File: config.mk
export PLATFORM = sky130hd
export DESIGN_NAME = tmr_cmp_irq
export DESIGN_NICKNAME = d
export VERILOG_FILES = /design/src/rtl/tmr_pkg.sv /design/src/rtl/tmr_counter.sv /design/src/rtl/tmr_core_slice.sv /design/src/rtl/tmr_cmp_irq.sv
export SDC_FILE = /design/constraint.sdc
export NUM_CORES = 1
export LEC_CHECK = 0
export ABC_AREA = 1
export BUFFER_PORTS_ARGS = -buffer_cell sky130_fd_sc_hd__buf_2
export CORE_ASPECT_RATIO = 1.1
export CORE_MARGIN = 2
export CORE_UTILIZATION = 51
export DETAILED_ROUTE_END_ITERATION = 10
export HOLD_SLACK_MARGIN = 0.08
export PLACE_DENSITY = 0.65
export SLEW_MARGIN = 0
export SYNTH_ARGS = -nofsm -noshare
export SYNTH_HDL_FRONTEND = slang
export SYNTH_SLANG_ARGS = --single-unit
File: constraint.sdc
create_clock -name clk_i -period 4.4 [get_ports clk_i]
set_input_delay 0.44 -clock clk_i [delete_from_list [all_inputs] [get_ports clk_i]]
set_output_delay 0.44 -clock clk_i [all_outputs]
set_load 0.02 [all_outputs]
File: src/rtl/tmr_pkg.sv
package tmr_pkg;
  localparam int unsigned REG_CFG      = 0;
  localparam int unsigned REG_CNT_LO   = 1;
  localparam int unsigned REG_CNT_HI   = 2;
  localparam int unsigned REG_MASK     = 4;
  localparam int unsigned REG_MASK_SET = 5;
  localparam int unsigned REG_MASK_CLR = 6;
  localparam int unsigned REG_PEND     = 7;
  localparam int unsigned REG_ROUTE    = 8;
  localparam int unsigned REG_CMP_LO   = 9;
  localparam int unsigned REG_CMP_HI   = 10;

  localparam int unsigned STOP_BIT     = 0;
  localparam int unsigned TMR_SRC_BIT  = 1;
  localparam int unsigned LMASK_W      = 6;
  localparam logic [LMASK_W-1:0] LMASK_RST = 6'h32;
  localparam int unsigned ROUTE_FLAG_BIT = 31;
  localparam int unsigned ROUTE_PIN_W  = 6;
endpackage

File: src/rtl/tmr_counter.sv
module tmr_counter #(
  parameter int unsigned CNT_W = 32
) (
  input  logic             clk_i,
  input  logic             rst_ni,
  input  logic             stop_i,
  input  logic             load_i,
  input  logic [CNT_W-1:0] load_val_i,
  output logic [CNT_W-1:0] cnt_o,
  output logic             tick_o
);
  logic [CNT_W-1:0] cnt_q;

  assign tick_o = ~stop_i;
  assign cnt_o  = cnt_q;

  always_ff @(posedge clk_i or negedge rst_ni) begin
    if (!rst_ni)               cnt_q <= '0;
    else if (stop_i && load_i) cnt_q <= load_val_i;
    else if (!stop_i)          cnt_q <= cnt_q + 1'b1;
  end
endmodule

File: src/rtl/tmr_core_slice.sv
module tmr_core_slice import tmr_pkg::*; #(
  parameter int unsigned DATA_W   = 32,
  parameter int unsigned NUM_PINS = 6
) (
  input  logic                clk_i,
  input  logic                rst_ni,
  input  logic                tick_i,
  input  logic [DATA_W-1:0]   cnt_i,
  input  logic                cmp_we_i,
  input  logic                mset_we_i,
  input  logic                mclr_we_i,
  input  logic                route_we_i,
  input  logic [DATA_W-1:0]   wdata_i,
  output logic [DATA_W-1:0]   cmp_o,
  output logic [LMASK_W-1:0]  mask_o,
  output logic                pend_o,
  output logic [DATA_W-1:0]   route_o,
  output logic [NUM_PINS-1:0] irq_o
);
  logic [DATA_W-1:0]      cmp_q;
  logic [LMASK_W-1:0]     mask_q;
  logic                   pend_q;
  logic                   flag_q;
  logic [ROUTE_PIN_W-1:0] pin_q;
  logic [ROUTE_PIN_W-1:0] pin_wr;
  logic                   pin_ok;

  assign pin_wr = wdata_i[ROUTE_PIN_W-1:0];
  assign pin_ok = (int'(pin_wr) <= NUM_PINS - 1);

  always_ff @(posedge clk_i or negedge rst_ni) begin
    if (!rst_ni) begin
      cmp_q  <= '1;
      mask_q <= LMASK_RST;
      pend_q <= 1'b0;
      flag_q <= 1'b1;
      pin_q  <= '0;
    end else begin
      if (cmp_we_i) cmp_q <= wdata_i;
      // compare write acknowledges; wins over a same-cycle match
      if (cmp_we_i)                     pend_q <= 1'b0;
      else if (tick_i && cnt_i == cmp_q) pend_q <= 1'b1;
      if (mset_we_i)      mask_q <= mask_q | wdata_i[LMASK_W-1:0];
      else if (mclr_we_i) mask_q <= mask_q & ~wdata_i[LMASK_W-1:0];
      if (route_we_i && pin_ok) begin
        flag_q <= wdata_i[ROUTE_FLAG_BIT];
        pin_q  <= pin_wr;
      end
    end
  end

  always_comb begin
    route_o = '0;
    route_o[ROUTE_FLAG_BIT] = flag_q;
    route_o[ROUTE_PIN_W-1:0] = pin_q;
  end

  assign cmp_o  = cmp_q;
  assign mask_o = mask_q;
  assign pend_o = pend_q;

  for (genvar p = 0; p < NUM_PINS; p++) begin : g_pin
    assign irq_o[p] = pend_q & mask_q[TMR_SRC_BIT] & flag_q & (int'(pin_q) == p);
  end
endmodule

File: src/rtl/tmr_cmp_irq.sv
module tmr_cmp_irq import tmr_pkg::*; #(
  parameter int unsigned NUM_CORES = 4,
  parameter int unsigned NUM_PINS  = 6,
  parameter int unsigned DATA_W    = 32,
  parameter int unsigned ADDR_W    = 4,
  parameter int unsigned CORE_W    = (NUM_CORES > 1) ? $clog2(NUM_CORES) : 1
) (
  input  logic                          clk_i,
  input  logic                          rst_ni,
  input  logic                          bus_we_i,
  input  logic [ADDR_W-1:0]             bus_addr_i,
  input  logic [CORE_W-1:0]             bus_core_i,
  input  logic [DATA_W-1:0]             bus_wdata_i,
  output logic [DATA_W-1:0]             bus_rdata_o,
  output logic [NUM_CORES*NUM_PINS-1:0] irq_o
);
  logic              stop_q;
  logic [DATA_W-1:0] cnt_q;
  logic              tick;
  logic              sel_ok;
  logic [NUM_CORES-1:0] pend_v;
  logic [DATA_W-1:0]  cmp_a   [NUM_CORES];
  logic [LMASK_W-1:0] mask_a  [NUM_CORES];
  logic [DATA_W-1:0]  route_a [NUM_CORES];

  function automatic logic hit(input logic [ADDR_W-1:0] a, input int unsigned r);
    return bus_we_i && (int'(a) == r);
  endfunction

  assign sel_ok = (int'(bus_core_i) < NUM_CORES);

  always_ff @(posedge clk_i or negedge rst_ni) begin
    if (!rst_ni)                      stop_q <= 1'b0;
    else if (hit(bus_addr_i, REG_CFG)) stop_q <= bus_wdata_i[STOP_BIT];
  end

  tmr_counter #(.CNT_W(DATA_W)) u_cnt (
    .clk_i      (clk_i),
    .rst_ni     (rst_ni),
    .stop_i     (stop_q),
    .load_i     (hit(bus_addr_i, REG_CNT_LO)),
    .load_val_i (bus_wdata_i),
    .cnt_o      (cnt_q),
    .tick_o     (tick)
  );

  for (genvar c = 0; c < NUM_CORES; c++) begin : g_core
    logic me;
    assign me = sel_ok && (int'(bus_core_i) == c);
    tmr_core_slice #(.DATA_W(DATA_W), .NUM_PINS(NUM_PINS)) u_slice (
      .clk_i      (clk_i),
      .rst_ni     (rst_ni),
      .tick_i     (tick),
      .cnt_i      (cnt_q),
      .cmp_we_i   (me && hit(bus_addr_i, REG_CMP_LO)),
      .mset_we_i  (me && hit(bus_addr_i, REG_MASK_SET)),
      .mclr_we_i  (me && hit(bus_addr_i, REG_MASK_CLR)),
      .route_we_i (me && hit(bus_addr_i, REG_ROUTE)),
      .wdata_i    (bus_wdata_i),
      .cmp_o      (cmp_a[c]),
      .mask_o     (mask_a[c]),
      .pend_o     (pend_v[c]),
      .route_o    (route_a[c]),
      .irq_o      (irq_o[c*NUM_PINS +: NUM_PINS])
    );
  end

  always_comb begin
    bus_rdata_o = '0;
    case (int'(bus_addr_i))
      REG_CFG:    bus_rdata_o[STOP_BIT] = stop_q;
      REG_CNT_LO: bus_rdata_o = cnt_q;
      REG_MASK:   if (sel_ok) bus_rdata_o[LMASK_W-1:0] = mask_a[bus_core_i];
      REG_PEND:   if (sel_ok) bus_rdata_o[TMR_SRC_BIT] = pend_v[bus_core_i];
      REG_ROUTE:  if (sel_ok) bus_rdata_o = route_a[bus_core_i];
      REG_CMP_LO: if (sel_ok) bus_rdata_o = cmp_a[bus_core_i];
      default:    bus_rdata_o = '0;
    endcase
  end
endmodule

* Yosys cells after proc, flatten, opt, wreduce, memory -nomap -nowiden
Cells that the tools add are included.
** Storage, ports and cells
- Input port bits :: 41
- Output and inout bits :: 56
- Logic and storage cells :: 182
- Flip-flop bits (word level) :: 217
** Operators by class
- Equality and inequality tests :: 35
- $add $sub $neg :: 1
- Reductions and logical operators :: 45
- $lt $le $gt $ge :: 3
- Bitwise operators :: 43
- Muxes and demuxes :: 33
** Operators with widths (number)
- $mux 32 :: 6
- $bmux 32 s2 :: 2
- $eq 32x32->1 :: 4
- $pmux 26 s3 :: 1
- $mux 6 :: 10
- $eq 6x3->1 const B :: 8
- $eq 6x4->1 const B :: 8
- $add 32x1->32 const B :: 1
- $and 1x1->1 :: 32
- $logic_and 1x1->1 :: 31
- $and 6x6->6 :: 4
- $eq 6x2->1 const B :: 4
- $logic_not 6->1 :: 4
- $or 6x6->6 :: 4
- $eq 4x3->1 const B :: 4
- $pmux 4 s4 :: 1
- $reduce_bool 2->1 :: 8
- $bmux 6 s2 :: 1
- $pmux 1 s5 :: 2
- $mux 1 :: 9
- $eq 4x4->1 const B :: 2
- $le 6x3->1 const B :: 1
- $not 6->6 :: 1
- $eq 2x2->1 const B :: 2
- other kinds (10) :: 10

* Depth between registers and ports, before layout
- Word-level depth :: 5
- Mapped depth :: 11
- Gate-level depth less buffers :: 10

* Hierarchy
Synthesis repeated with hierarchy kept, for this count alone.
** Unflattened totals
- Cells, all modules :: 2291
- Area total of the unflattened synthesis :: 15479.8 sq um
** Modules (own cells, without submodules)
- tmr_core_slice :: seq. area each 1196.1 sq um, instances 4, cells an instance 318, area an instance 2561.2 sq um
- tmr_cmp_irq :: seq. area each 25.0 sq um, instances 1, cells an instance 636, area an instance 2771.4 sq um
- tmr_counter :: seq. area each 800.8 sq um, instances 1, cells an instance 383, area an instance 2463.6 sq um

* Worst setup path before layout
No wires, ideal clock.
- Path type :: reg2out
- Start :: reg (tool-made name)
- End :: out irq_o[14]
- Buffers on the path :: 0
- Data arrival time :: 1.557 ns
- Required time :: 3.960 ns
- Setup slack :: 2.403 ns
- Cell stages (with the launch flop) :: 5
- Path through :: dfstp_2 inv_1 nor3_1 nand3_1 nor4_1
** RTL lines
- end, declared :: RTL line tmr_cmp_irq.sv:15 : output logic [NUM_CORES*NUM_PINS-1:0] irq_o

* Worst setup path in the final report
- Start :: in bus_core_i[0]
- End :: out bus_rdata_o[0]
** On the way
- Longest elaborated chain between the ends :: 5
- Elaborated cells between the ends (all ways) :: 11
- Those cells by class :: mux: 10; bitwise: 1
** Ends and longest elaborated chain
- start, declared :: RTL line tmr_cmp_irq.sv:12 : input logic [CORE_W-1:0] bus_core_i,
- $not 2->3 (implied by the code) (*) :: RTL line tmr_cmp_irq.sv:73, tmr_cmp_irq.sv:75, tmr_cmp_irq.sv:76
- $bmux 32 s2, or another cell as far along :: RTL line tmr_cmp_irq.sv:76 : REG_CMP_LO: if (sel_ok) bus_rdata_o = cmp_a[bus_core_i];
- $mux 32 (implied by the code), or another cell as far along (2 in a row) :: RTL line tmr_cmp_irq.sv:76
- $pmux 1 s5 (*) :: RTL line tmr_cmp_irq.sv:70 : case (int'(bus_addr_i))
- end, declared :: RTL line tmr_cmp_irq.sv:14 : output logic [DATA_W-1:0] bus_rdata_o,
Every way passes the cells marked *; elsewhere a longest branch is shown, timed or not. The select of a mux whose other input is x is not followed.

==> impl_results.md <==
* Status: finished clean
* Slew HR at 31.1%
* Pin count of the biggest net entering global routing at 120
* DR vias at 12699
* CTS tree: done
* Final period util at 69.9%
* Core ar. at 0.0254 mm²
* R2R setup slack at 2.23 ns
* Worst hold margin at 0.126 ns
* WP data arrival at 2.64 ns
* CP cell instances: buf_2, inv_1, nor2_4, inv_1, o22ai_1, o21ai_0, nand4_1, buf_2
* CP endpoint kind: output port
* Synth cell types at 40
* Yosys warns at 0
* Cts hold-fix bufs at 1
* Synthesized instance count at 1836
* Detailed placement HPWL at 30600 µm
* Initial antenna violation count at 2
* M2 GR Usage at 52.1%
* Pre-CTS setup slack at 1.35 ns
* Drt pass-1 iters at 9
* Slew @ Worst Pin at 1.03 ns
* Ant diodes at 0
* Placement Cell Area at 0.0139 mm²
* Post-synth ARST share at 100%
* CTS Sinks at 217
* Skew-Pair Late Insertion Delay at 0.55 ns
* Cell area after synthesis at 0.0132 mm²
* Setup-failing EPs final at 0
* Synthesis-stage register bit count at 217
* CTS H-tree depth at 1
* Rows at 61
* Worst VDD drop at 0.317 mV
* Met1 Usage GRT at 45.1%
* Vias per cell at 5.63
* Post-synth EDFFs at 0
* IO Port Bufs at 96
* Grt met3 use at 5.26%
* Syn_area_per_cell at 7.21 µm²
* Fill cells at 2465
* Sum Neg Setup Slack at 0 ns
* Critical path class: in -> out
* Vias in the first global route at 12163
* CTS max path bufs at 3
* IO Pins at 97
* DRC viols at 0
* Final instance area at 0.0148 mm²
* Fin. Hold Viols at 0
* Wire per inst at 19.6 µm
* GRT Total Usage at 32.7%
* Die area at 0.0273 mm²
* Post-CTS Resized at 0
* Worst setup SP type: input port
* First-pass GRT wire length at 69200 µm
* Peak per-stage delay on the critical path at 0.65 ns
* Final min period at 3.08 ns
* Iteration-0 DRC count of the detailed router at 1148
* Post-route setup slack at 1.32 ns
* Antenna-violating nets left at 0
* Slew Viols, Final at 0
* Seq/Total Area, Yosys at 42.4%
* Gp weighted congestion at 0.934
* Die W at 158 µm
* Remaining global-route overflow at 0
* GRT busiest layer: met2
* Final #Nets at 1933
* WL final at 44200 µm
* CP max FO at 23
* Fmax at 325 MHz
* Dominant synthesized flop cell: dfstp_2
* Worst path required time at 3.96 ns
* Clock Skews at 0.0251 ns
* PwrDens at 493 mW/mm²
* Post-CTS setup buffers at 0
* RSZ-0062 raised after global routing: no
* Clk root buf: clkbuf_16
* Layout area overhead at 11.6%
* Share of layout cells above drive strength 1 at 18.9%
* Reg clk slew, reported paths at 0.06 ns
* CTS buffer count at 26
* Leakage power at 6.82 nW
* Hold WC Path Type: in -> reg
* Starting Density at 52.1%
* Max-capacitance violation count at 0
* Synth Net Count at 1878
* Die height at 173 µm
* CP max-delay cell: nor2_4
[layout by cell type (no fill, tap or decap), types with 12 or more instances in the layout]
cell       instances
nand3_1           62
o21ai_0          218
o21ai_2           29
clkbuf_16         27
o2111ai_1         25
inv_1            228
xor2_1            19
o21ai_1           31
nor2_4            12
nand2_1          562
nand4_1           15
buf_2             95
a21oi_1           33
nor3_1            33
xnor2_1           33
o22ai_1           35
dfstp_2          144
a22oi_1           23
nor2_1           133
dfrtp_1           73
[report_power, final]
| group | switching (mW) | leakage (nW) | total (mW) | internal, mW |
|---|---|---|---|---|
| Combinational | 1.29 | 3.98 | 2.00 | 0.708 |
| Sequential | 0.520 | 2.41 | 3.05 | 2.53 |
| Clock | 0.879 | 0.438 | 2.23 | 1.35 |
[through the flow]
| step | utilization (%) | power, mW | instances |
|---|---|---|---|
| after floorplan | - | 4.39 | 1836 |
| after global placement | 54.6 | 4.98 | 2208 |
| after detailed placement | 54.6 | 5.01 | 2208 |
| after CTS | 58.1 | 7.26 | 2257 |
| after global routing | 58.1 | 7.71 | 2257 |
| final | 58.1 | 7.28 | 2257 |
[worst paths after layout]
| kind | from | to | depth (start not counted) |
|---|---|---|---|
| min | bus_wdata_i[15] | g_core[3].u_slice.cmp_o[15] | 3 |
| max in group asynchronous | rst_ni | g_core[1].u_slice.cmp_o[20] | 3 |
| min in group asynchronous | rst_ni | u_cnt.cnt_o[13] | 2 |
| min reg2reg | g_core[1].u_slice.cmp_o[28] | g_core[1].u_slice.cmp_o[28] | 2 |
| max | bus_core_i[0] | bus_rdata_o[0] | 8 |
| max reg2reg | u_cnt.cnt_o[2] | u_cnt.cnt_o[31] | 9 |
[cell usage after synthesis, types with 3 or more instances]
master / count / area, µm²
xor2_1: 19 / 166
clkbuf_1: 27 / 101
nand3_1: 62 / 310
inv_1: 228 / 856
o221ai_1: 3 / 26.3
inv_2: 8 / 30.0
o21ai_0: 218 / 1090
dfstp_2: 144 / 3780
nand2_2: 5 / 31.3
nor3_1: 33 / 165
o21ai_1: 31 / 155
buf_4: 5 / 37.5
nor2_1: 136 / 510
o2111ai_1: 25 / 219
clkinv_1: 4 / 15.0
o32ai_1: 3 / 26.3
nand2_1: 562 / 2110
o21ai_2: 29 / 254
xnor2_1: 33 / 289
dfrtp_1: 73 / 1830
nor2_2: 3 / 18.8
a21oi_1: 33 / 165
buf_6: 7 / 78.8
buf_2: 33 / 165
nor2_4: 9 / 101
clkbuf_2: 9 / 45.0
nand4_1: 15 / 93.8
a22oi_1: 23 / 173
o22ai_1: 35 / 219
nand2_4: 3 / 33.8
o211ai_1: 5 / 37.5
[layer usage]
metal | routed length (µm) | vias up
met5 | 26 | -
met4 | 1570 | 4
met3 | 3640 | 99
met2 | 20500 | 589
met1 | 18500 | 5952
li1 | - | 6055
[kinds of logic after synthesis]
logic type | Yosys count | synth area share, %
and+or+nand+nor | 835 | 26.0
AOI/OAI and AO/OA | 406 | 17.9
DFF | 217 | 42.4
xor gates and xnor gates | 52 | 3.44
adders and majority gates | 1 | 0.0945
buffers and inverters | 325 | 10.2
[worst max-delay path, delay by kind of cell]
kind,cells,cell delay (ns)
buf+inv,4,0.94
compound gates,2,0.44
simple gates,2,0.82
[final cells by class]
cell class / instances / area, µm² / area share (%)
clock inverter: 8 / 92.6 / 0.627
tap: 346 / 433 / 2.93
multi-input combinational: 1294 / 6300 / 42.7
sequential: 217 / 5610 / 38.0
inverter: 242 / 913 / 6.18
clock buffer: 40 / 795 / 5.38
timing repair buffer: 110 / 623 / 4.22
Power figures use the tool's default switching activity.
